<file path="config.mk">
export PLATFORM = sky130hd
export DESIGN_NAME = rgtx_txclk_gen
export DESIGN_NICKNAME = d
export VERILOG_FILES = /design/src/rtl/rgtx_pkg.sv /design/src/rtl/rgtx_cfg_reg.sv /design/src/rtl/rgtx_div_chain.sv /design/src/rtl/rgtx_phase_tap.sv /design/src/rtl/rgtx_txclk_gen.sv
export SDC_FILE = /design/constraint.sdc
export NUM_CORES = 1
export LEC_CHECK = 0
export BUFFER_PORTS_ARGS = -buffer_cell sky130_fd_sc_hd__buf_4
export CAP_MARGIN = 10
export CORE_AREA = 5 5 77 65
export CTS_CLUSTER_SIZE = 14
export DETAILED_ROUTE_END_ITERATION = 7
export DIE_AREA = 0 0 82 70
export GPL_TIMING_DRIVEN = 0
export PLACE_DENSITY = 0.56
export SETUP_SLACK_MARGIN = 0.1
export SYNTH_ARGS = -nofsm -noshare
export SYNTH_HDL_FRONTEND = slang
export SYNTH_SLANG_ARGS = --single-unit
</file>
<file path="constraint.sdc">
create_clock -name clk -period 3.9 [get_ports clk]
set_input_delay 0 -clock clk [delete_from_list [all_inputs] [get_ports clk]]
set_output_delay 0 -clock clk [all_outputs]
set_load 0.005 [all_outputs]
</file>
<file path="src/rtl/rgtx_pkg.sv">
package rgtx_pkg;
  localparam int CFG_W   = 16;
  localparam int SEL_BIT = 4;
  localparam int DLY_LSB = 5;
  localparam int DLY_W   = 2;
  localparam int DIV_LSB = 7;
  localparam int DIV_W   = 3;
  localparam int EN_BIT  = 10;

  typedef enum logic [1:0] {
    SPD_10M    = 2'b00,
    SPD_100M   = 2'b01,
    SPD_1G     = 2'b10,
    SPD_1G_ALT = 2'b11
  } line_speed_e;

  typedef struct packed {
    logic             en;
    logic [DIV_W-1:0] div;
    logic [DLY_W-1:0] dly;
    logic             sel;
  } txclk_cfg_t;
endpackage

</file>
<file path="src/rtl/rgtx_cfg_reg.sv">
module rgtx_cfg_reg
  import rgtx_pkg::*;
(
  input  logic             clk,
  input  logic             rst_n,
  input  logic             wr,
  input  logic [CFG_W-1:0] wdata,
  output txclk_cfg_t       cfg,
  output logic [CFG_W-1:0] rdata
);
  txclk_cfg_t cfg_q, cfg_d;

  always_comb begin
    cfg_d = cfg_q;
    if (wr) begin
      cfg_d.en  = wdata[EN_BIT];
      cfg_d.div = wdata[DIV_LSB +: DIV_W];
      cfg_d.dly = wdata[DLY_LSB +: DLY_W];
      cfg_d.sel = wdata[SEL_BIT];
    end
  end

  always_ff @(posedge clk or negedge rst_n) begin
    if (!rst_n) cfg_q <= '0;
    else        cfg_q <= cfg_d;
  end

  always_comb begin
    rdata                     = '0;
    rdata[EN_BIT]             = cfg_q.en;
    rdata[DIV_LSB +: DIV_W]   = cfg_q.div;
    rdata[DLY_LSB +: DLY_W]   = cfg_q.dly;
    rdata[SEL_BIT]            = cfg_q.sel;
  end

  assign cfg = cfg_q;
endmodule

</file>
<file path="src/rtl/rgtx_div_chain.sv">
module rgtx_div_chain
  import rgtx_pkg::*;
#(
  parameter int SLOW_MUL = 50,
  parameter int FAST_MUL = 5,
  parameter int GIG_MUL  = 1
) (
  input  logic             clk,
  input  logic             rst_n,
  input  logic             tick_a,
  input  logic             tick_b,
  input  logic             sh_en,
  input  logic [DIV_W-1:0] sh_div,
  input  logic             sh_sel,
  input  logic [1:0]       sh_spd,
  output logic             txc,
  output logic             act_en,
  output logic [DIV_W-1:0] act_div,
  output logic             act_sel,
  output logic [1:0]       act_spd
);
  localparam int MAX_AB  = (SLOW_MUL > FAST_MUL) ? SLOW_MUL : FAST_MUL;
  localparam int MUL_MAX = (MAX_AB > GIG_MUL) ? MAX_AB : GIG_MUL;
  localparam int SPD_W   = $clog2(MUL_MAX + 1);

  logic             act_en_q, act_en_d;
  logic [DIV_W-1:0] act_div_q, act_div_d;
  logic             act_sel_q, act_sel_d;
  logic [1:0]       act_spd_q, act_spd_d;
  logic [DIV_W-1:0] div_cnt_q, div_cnt_d;
  logic [SPD_W-1:0] spd_cnt_q, spd_cnt_d;
  logic             txc_q, txc_d;

  logic             sel_tick, div_last, spd_last, pre_tick, tgl, commit;
  logic [DIV_W-1:0] n_lim;
  logic [SPD_W-1:0] k_lim;

  always_comb begin
    case (line_speed_e'(act_spd_q))
      SPD_10M:  k_lim = SPD_W'(SLOW_MUL);
      SPD_100M: k_lim = SPD_W'(FAST_MUL);
      default:  k_lim = SPD_W'(GIG_MUL);
    endcase
  end

  always_comb begin
    sel_tick = act_sel_q ? tick_b : tick_a;
    n_lim    = (act_div_q == '0) ? DIV_W'(1) : act_div_q;
    div_last = (div_cnt_q == n_lim - DIV_W'(1));
    spd_last = (spd_cnt_q == k_lim - SPD_W'(1));
    pre_tick = act_en_q & sel_tick & div_last;
    tgl      = pre_tick & spd_last;
    commit   = ~txc_q & (tgl | ~act_en_q);

    act_en_d  = act_en_q;
    act_div_d = act_div_q;
    act_sel_d = act_sel_q;
    act_spd_d = act_spd_q;
    div_cnt_d = div_cnt_q;
    spd_cnt_d = spd_cnt_q;
    txc_d     = txc_q;

    if (act_en_q && sel_tick) div_cnt_d = div_last ? '0 : div_cnt_q + DIV_W'(1);
    if (pre_tick)             spd_cnt_d = spd_last ? '0 : spd_cnt_q + SPD_W'(1);
    if (tgl)                  txc_d     = ~txc_q;

    if (commit) begin
      act_en_d  = sh_en;
      act_div_d = sh_div;
      act_sel_d = sh_sel;
      act_spd_d = sh_spd;
      div_cnt_d = '0;
      spd_cnt_d = '0;
      txc_d     = tgl & sh_en;
    end
  end

  always_ff @(posedge clk or negedge rst_n) begin
    if (!rst_n) begin
      act_en_q  <= 1'b0;
      act_div_q <= '0;
      act_sel_q <= 1'b0;
      act_spd_q <= '0;
      div_cnt_q <= '0;
      spd_cnt_q <= '0;
      txc_q     <= 1'b0;
    end else begin
      act_en_q  <= act_en_d;
      act_div_q <= act_div_d;
      act_sel_q <= act_sel_d;
      act_spd_q <= act_spd_d;
      div_cnt_q <= div_cnt_d;
      spd_cnt_q <= spd_cnt_d;
      txc_q     <= txc_d;
    end
  end

  assign txc     = txc_q;
  assign act_en  = act_en_q;
  assign act_div = act_div_q;
  assign act_sel = act_sel_q;
  assign act_spd = act_spd_q;
endmodule

</file>
<file path="src/rtl/rgtx_phase_tap.sv">
module rgtx_phase_tap #(
  parameter int TAPS  = 4,
  localparam int SEL_W = (TAPS > 1) ? $clog2(TAPS) : 1
) (
  input  logic             clk,
  input  logic             rst_n,
  input  logic             din,
  input  logic [SEL_W-1:0] sel,
  output logic             dout
);
  logic [TAPS-1:0] line;

  assign line[0] = din;

  for (genvar i = 1; i < TAPS; i++) begin : g_stage
    always_ff @(posedge clk or negedge rst_n) begin
      if (!rst_n) line[i] <= 1'b0;
      else        line[i] <= line[i-1];
    end
  end

  assign dout = line[sel];
endmodule

</file>
<file path="src/rtl/rgtx_txclk_gen.sv">
module rgtx_txclk_gen
  import rgtx_pkg::*;
#(
  parameter int SLOW_MUL = 50,
  parameter int FAST_MUL = 5,
  parameter int GIG_MUL  = 1
) (
  input  logic             clk,
  input  logic             rst_n,
  input  logic             cfg_wr,
  input  logic [CFG_W-1:0] cfg_wdata,
  output logic [CFG_W-1:0] cfg_rdata,
  input  logic             par_tick_a,
  input  logic             par_tick_b,
  input  logic [1:0]       line_speed,
  output logic             txc_out,
  output logic             txc_dly
);
  localparam int TAPS = 1 << DLY_W;

  txclk_cfg_t       cfg;
  logic [DLY_W-1:0] dly_sel;
  logic             act_en, act_sel;
  logic [DIV_W-1:0] act_div;
  logic [1:0]       act_spd;

  rgtx_cfg_reg u_cfg (
    .clk   (clk),
    .rst_n (rst_n),
    .wr    (cfg_wr),
    .wdata (cfg_wdata),
    .cfg   (cfg),
    .rdata (cfg_rdata)
  );

  rgtx_div_chain #(
    .SLOW_MUL (SLOW_MUL),
    .FAST_MUL (FAST_MUL),
    .GIG_MUL  (GIG_MUL)
  ) u_chain (
    .clk     (clk),
    .rst_n   (rst_n),
    .tick_a  (par_tick_a),
    .tick_b  (par_tick_b),
    .sh_en   (cfg.en),
    .sh_div  (cfg.div),
    .sh_sel  (cfg.sel),
    .sh_spd  (line_speed),
    .txc     (txc_out),
    .act_en  (act_en),
    .act_div (act_div),
    .act_sel (act_sel),
    .act_spd (act_spd)
  );

  assign dly_sel = cfg.dly;

  rgtx_phase_tap #(.TAPS(TAPS)) u_tap (
    .clk   (clk),
    .rst_n (rst_n),
    .din   (txc_out),
    .sel   (dly_sel),
    .dout  (txc_dly)
  );
endmodule

</file>
==> flow_metrics.py, run 1 <==
metrics = {
    "outcome": {
        "status": "finished, final reports clean",
    },
    "logic_synthesis": {
        "synth_mux_area_share_pct": 15.3,
        "synth.most_common_cell": "dfrtp_1",
        "synth.distinct_cells": 33,
        "synth_ff_type": "dfrtp_1",
        "syn_area_sq_mm": 0.00139,
        "yosysWarningCount": 0,
        "synthArstFlopShare_pct": 100,
        "avgSynthCellArea_sq_um": 11.3,
        "synth_top_cell_by_area": "dfrtp_1",
        "synth_top_family_by_area": "multiplexers",
        "synth_area_leaders": "dfrtp_1, mux2_2, buf_4, nand2_1, ha_1",
        "ys_seq_area_share_pct": 48.5,
        "synth_edf_count": 0,
        "syn_inst": 123,
        "ys_top_cells_by_count": "dfrtp_1, mux2_2, buf_4, nand2_1, a21oi_1",
        "yosys.area_share.adder_pct": 2.70,
        "yosysTopAreaCellShare_pct": 48.5,
        "synth_compound_area_share_pct": 10.2,
        "synthSimpleGateAreaFrac_pct": 12.5,
        "synth_seq_cells": 27,
        "synth_xor_area_share_pct": 2.96,
    },
    "sta": {
        "final.min_clock_period_ns": 2.64,
        "max_freq_mhz": 379,
        "final-max-slew-violation-count": 0,
        "finClkSkew_ns": 0.00476,
        "whs_ns": 0.179,
        "maxSlewHeadroom_pct": 66.3,
        "timing_hold_violations_final": 0,
        "worstMarginPinSlew_ns": 0.504,
        "final.period_utilization_pct": 67.7,
        "setup_tns_ns": 0,
        "rsz0062_at_grt": "false",
        "setup_violations": 0,
    },
    "place": {
        "placed_cells": 209,
        "gp_congestion": 0.790,
        "hpwl_um": 1970,
        "port_buffers": 21,
    },
    "worst_setup_path": {
        "cp_top_family": "compound AO/OA/AOI/OAI gates",
        "cp.arrival_ns": 2.79,
        "cpPeakStageDelay_ns": 0.52,
        "cp_num_buf_inv": 1,
        "cp.required_ns": 4.05,
        "cp-end-kind": "register",
        "worst_setup_path_start_kind": "register",
        "crit_path_top_delay_cell": "o41ai_4",
        "crit_path_max_fanout": 6,
        "crit_chain": "o21bai_1, inv_1, ha_1, xor3_1, nor2_1, nand2_1, o41ai_4, mux2_2",
        "path_class": "reg2reg",
    },
    "floorplan": {
        "ios": 41,
        "rows": 21,
        "start_util_pct": 34.0,
        "fp.dieW_um": 82,
        "dieArea_sq_mm": 0.00574,
        "die_h_um": 70,
        "core_sq_mm": 0.00410,
    },
    "cts": {
        "clock_latency_ns": 0.26,
        "ctsRootBufferMaster": "clkbuf_8",
        "cts_tree": "done",
        "cts-buffers-inserted": 3,
        "htree_levels": 1,
        "cts_buffer_depth": 2,
        "clock_sinks": 27,
        "path_clk_slew_ns": 0.09,
    },
    "route": {
        "firstDrtPassIters": 4,
        "viasPerCell": 4.70,
        "wl_um": 2600,
        "route.detailed.drc": 0,
        "wl_per_cell_um": 11.7,
        "drt_iter0_markers": 88,
        "antenna_left": 0,
        "vias": 1047,
    },
    "cells_and_area": {
        "nets": 193,
        "drive_above_1_share_pct": 34.3,
        "fillCellCount": 394,
        "finalNonFillerCells": 223,
        "syn_to_final_growth_pct": 29.0,
        "fin_util_pct": 43.8,
        "diodes": 0,
    },
    "job": {
        "cap_violations": 0,
    },
    "pwr": {
        "ir_drop_mv": 0.214,
        "leakagePower_nw": 0.828,
        "powerDensity_mw_per_mm2": 611,
        "p_total_mw": 1.10,
    },
    "hold_path": {
        "min_path_type": "in2async",
    },
    "global_routing": {
        "gr-total-overflow": 0,
        "globalRouteTotalUtil_pct": 9.49,
        "antenna_found_initial": 0,
        "grt_max_degree": 28,
        "grt_pass1_vias": 1020,
        "grt_pass1_wl_um": 4440,
    },
}
[state kept, by name, indices dropped and copies added, names as in the netlist]
signal	count
u_cfg.cfg	7
u_chain.spd_cnt_q	6
u_chain.act_div	3
u_chain.div_cnt_q	3
u_tap.line	3
u_chain.act_spd	2
u_chain.act_en	1
u_chain.act_sel	1
u_chain.txc	1
[stage by stage]
stage,instance area [sq um],setup slack (ns)
2_1_floorplan,1420,1.52
3_3_place_gp,1650,1.27
3_5_place_dp,1650,1.23
4_1_cts,1800,1.22
5_1_grt,1800,1.06
6_report,1800,1.26
[worst reg2reg max path, stage by stage (launching register included)]
cell	delay (ns)
dfrtp_1	0.40
o21bai_1	0.23
inv_1	0.07
ha_1	0.21
xor3_1	0.35
nor2_1	0.20
nand2_1	0.15
o41ai_4	0.52
mux2_2	0.39
[where the power goes]
group          leakage (nW)  internal (mW)  switching [mW]
clock                0.0228         0.0729          0.0795
combinational         0.473          0.256           0.228
sequential            0.333          0.371          0.0897
total                 0.828          0.700           0.397
[path summary, 6_finish.rpt]
kind                                                      from                               end  slack (ns)  cells past startpoint
worst max-delay path            u_chain.act_div[1]$_DFFE_PN0P_    u_chain.act_spd[0]$_DFFE_PN0P_        1.26                      8
worst min-delay path                                     rst_n          u_cfg.cfg[3]$_DFFE_PN0P_        0.18                      2
worst max register to register  u_chain.act_div[1]$_DFFE_PN0P_    u_chain.act_spd[0]$_DFFE_PN0P_        1.26                      8
worst min register to register         u_tap.line[1]$_DFF_PN0_           u_tap.line[2]$_DFF_PN0_        0.39                      0
max in group asynchronous                                rst_n          u_cfg.cfg[6]$_DFFE_PN0P_        3.46                      2
min in group clk                                    par_tick_b  u_chain.div_cnt_q[1]$_DFFE_PN0P_        0.18                      4
[metal layers]
layer  share of wire [%]  track usage (%)
met1                  45             12.2
met2                  48             16.1
met3                 6.2             2.44
met4                0.69             1.66
met5                   0                0
[area by class of cell]
| cell class | instances | area, sq um | area share [%] |
|---|---|---|---|
| clock buffers | 4 | 45.0 | 2.51 |
| multi-input cells | 87 | 642 | 35.7 |
| inverters | 4 | 15.0 | 0.836 |
| flip-flops and latches | 27 | 676 | 37.6 |
| well taps | 57 | 71.3 | 3.97 |
| repair buffers | 31 | 258 | 14.3 |
| plain buffers | 13 | 90.1 | 5.01 |
[repair_timing]
item,4_1_cts,5_1_grt
hold buffers,10,0
resized for setup,0,0
hold endpoints to repair,36,0
setup buffers,0,0
[cells by family after synthesis]
group                    after synthesis
AO/OA/AOI/OAI                         20
XOR/XNOR                               3
adder cells (fa/ha/maj)                3
buffers and inverters                 17
flip-flops                            27
multiplexers                          18
other                                  1
AND/OR/NAND/NOR                       34
[cells in the final DEF, fill, tap and decap left out, drive strengths merged]
cell type,Yosys,layout
nor4,1,1
ha,3,3
or2,2,2
o22ai,1,1
o21ai,5,5
mux2,16,16
xor2,1,1
o32ai,2,2
or4,1,1
a211oi,1,1
mux4,1,1
nand2b,2,2
xor3,1,1
o41ai,1,1
clkbuf,2,6
a21o,1,1
o31ai,1,1
a21oi,7,7
dfrtp,27,27
nor2b,1,1
xnor2,1,1
or2b,1,1
conb,1,9
nor2,5,5
nand4,3,3
or3b,1,1
mux2i,1,1
dlygate4sd3,0,10
inv,4,4
nand3,3,3
o21bai,1,1
nand2,11,11
or3,3,3
buf,11,32
(Power assumes the default switching activity.)
==> run 2, diff against run 1 <==
==> constraint.sdc (replaced) <==
create_clock -name clk -period 2.7 [get_ports clk]
set_input_delay 0 -clock clk [delete_from_list [all_inputs] [get_ports clk]]
set_output_delay 0 -clock clk [all_outputs]
set_load 0.005 [all_outputs]
==> flow_metrics.py, run 2 (synthesized netlist as in run 1, its figures left out) <==
metrics = {
    "cells_and_area": {
        "multi_input_area_sq_um": 648,
        "syn_to_final_growth_pct": 30.6,
        "largest_register_ffs": 7,
        "layout_common_cells": "buf_4, dfrtp_1, mux2_2",
        "diodes": 0,
        "regArea_sq_um": 676,
        "final_common_cell": "buf_4",
        "drive_above_1_share_pct": 36.9,
        "fillCellCount": 389,
        "fin_util_pct": 44.4,
        "nets": 195,
    },
    "pwr": {
        "p_total_mw": 1.63,
        "ir_drop_mv": 0.311,
        "leakagePower_nw": 0.842,
        "powerDensity_mw_per_mm2": 894,
    },
    "worst_setup_path": {
        "cp-end-kind": "register",
        "crit_chain": "o21bai_2, inv_1, ha_1, xor3_1, nor2_2, nand4_1, clkbuf_2, or3b_2, a21oi_1",
        "crit_path_max_fanout": 10,
        "cp_top_family": "simple AND/OR/NAND/NOR gates",
        "crit_path_top_delay_cell": "or3b_2",
        "worst_setup_path_start_kind": "register",
        "cp.arrival_ns": 2.61,
        "r2r_start": "u_chain.act_div[1]$_DFFE_PN0P_",
        "cp.required_ns": 2.89,
        "reg2reg_to": "u_chain.spd_cnt_q[1]$_DFFE_PN0P_",
        "ff2ff_path_depth": 9,
        "rrSetupSlack_ns": 0.29,
        "cpPeakStageDelay_ns": 0.46,
        "cp_num_buf_inv": 2,
        "path_class": "reg2reg",
    },
    "hold_path": {
        "min_path_type": "in2async",
    },
    "floorplan": {
        "rows": 21,
        "fp.dieW_um": 82,
        "ios": 41,
        "die_h_um": 70,
        "start_util_pct": 34.0,
        "core_sq_mm": 0.00410,
        "dieArea_sq_mm": 0.00574,
    },
    "cts": {
        "htree_levels": 1,
        "path_clk_slew_ns": 0.09,
        "cts_tree": "done",
        "cts-buffers-inserted": 3,
        "clock_latency_ns": 0.26,
        "cts_buffer_depth": 2,
        "ctsRootBufferMaster": "clkbuf_8",
        "clock_sinks": 27,
    },
    "place": {
        "gp_congestion": 0.790,
        "port_buffers": 21,
        "hpwl_um": 1970,
        "pre_cts_slack_ns": 0.0287,
    },
    "route": {
        "wl_per_cell_um": 11.6,
        "viasPerCell": 4.66,
        "wl_met1_um": 1160,
        "antenna_left": 0,
        "firstDrtPassIters": 4,
        "wl_um": 2620,
        "dr_wl_met2_um": 1270,
        "routed-wl-met3_um": 166,
        "vias": 1049,
        "top_layer": "met4",
        "drt_iter0_markers": 96,
        "route.detailed.drc": 0,
    },
    "global_routing": {
        "grt_max_degree": 28,
        "grt_pass1_wl_um": 4440,
        "gr-total-overflow": 0,
        "antenna_found_initial": 0,
        "grt_pass1_vias": 1028,
        "globalRouteTotalUtil_pct": 9.51,
    },
    "sta": {
        "final.min_clock_period_ns": 2.41,
        "setup_violations": 0,
        "finClkSkew_ns": 0.00458,
        "final.period_utilization_pct": 89.4,
        "whs_ns": 0.179,
        "timing_hold_violations_final": 0,
        "setup_tns_ns": 0,
        "max_freq_mhz": 415,
        "rsz0062_at_grt": "false",
        "fin_ws_ns": 0.288,
        "final-max-slew-violation-count": 0,
    },
    "outcome": {
        "status": "finished, final reports clean",
    },
    "job": {
        "cap_violations": 0,
    },
}
==> run 2: changes by cell type in the layout (fill, tap and decap cells not counted) <==
| cell | previous run | this run |
|---|---|---|
| o21bai_1 | 1 | 0 |
| buf_4 | 32 | 34 |
| nor2_2 | 0 | 1 |
| clkbuf_2 | 0 | 1 |
| nor2_1 | 5 | 4 |
| clkbuf_1 | 3 | 2 |
| o21bai_2 | 0 | 1 |
==> run 2: power by group <==
part           internal (mW)  leakage [nW]  total [mW]  switching (mW)
clock                  0.105        0.0228       0.221           0.115
combinational          0.397         0.486       0.738           0.342
sequential             0.536         0.333       0.668           0.132
total                   1.04         0.842        1.63           0.589
==> run 2: layout make-up <==
class | count | area share [%]
plain buffers | 13 | 5.02
clock buffers | 4 | 2.48
inverters | 4 | 0.825
multi-input cells | 87 | 35.6
flip-flops and latches | 27 | 37.1
well taps | 57 | 3.92
repair buffers | 33 | 15.0
==> run 2: repair_timing <==
action | 4_1_cts | 5_1_grt
pin swaps | 1 | 0
hold buffers | 10 | 0
setup buffers | 2 | 0
endpoints found under the setup margin | 6 | 9
endpoints found under the hold margin | 36 | 0
cloned | 0 | 0
resized for setup | 0 | 4
==> run 2: how the worst max path moves through the flow <==
stage | from | to | slack [ns] | cells after the start
after floorplan | u_chain.act_div[1]$_DFFE_PN0P_ | u_chain.act_spd[0]$_DFFE_PN0P_ | 0.32 | 8
after global placement | u_chain.act_div[1]$_DFFE_PN0P_ | u_chain.act_spd[1]$_DFFE_PN0P_ | 0.07 | 8
after detailed placement | u_chain.act_div[1]$_DFFE_PN0P_ | u_chain.act_div[2]$_DFFE_PN0P_ | 0.03 | 8
after CTS | u_chain.act_div[1]$_DFFE_PN0P_ | u_chain.spd_cnt_q[1]$_DFFE_PN0P_ | 0.12 | 9
after global routing | u_chain.act_div[1]$_DFFE_PN0P_ | u_chain.spd_cnt_q[1]$_DFFE_PN0P_ | 0.14 | 9
final | u_chain.act_div[1]$_DFFE_PN0P_ | u_chain.spd_cnt_q[1]$_DFFE_PN0P_ | 0.29 | 9
==> run 2: layer usage <==
layer | vias to the layer above | GRT usage (%)
met3 | 2 | 2.44
li1 | 506 | -
met5 | - | 0
met2 | 32 | 16.2
met1 | 509 | 12.1
met4 | 0 | 1.66
==> run 2: worst reg2reg max path: stages, from the launching register on <==
cell and delay [ns]:
dfrtp_1 0.41, o21bai_2 0.18, inv_1 0.06, ha_1 0.21, xor3_1 0.36, nor2_2 0.16
nand4_1 0.14, clkbuf_2 0.22, or3b_2 0.46, a21oi_1 0.15
==> run 2: stage by stage <==
step	area, sq um	cells
final	1820	225
after global routing	1820	225
after CTS	1810	225
after detailed placement	1650	209
after global placement	1650	209
after floorplan	1420	131
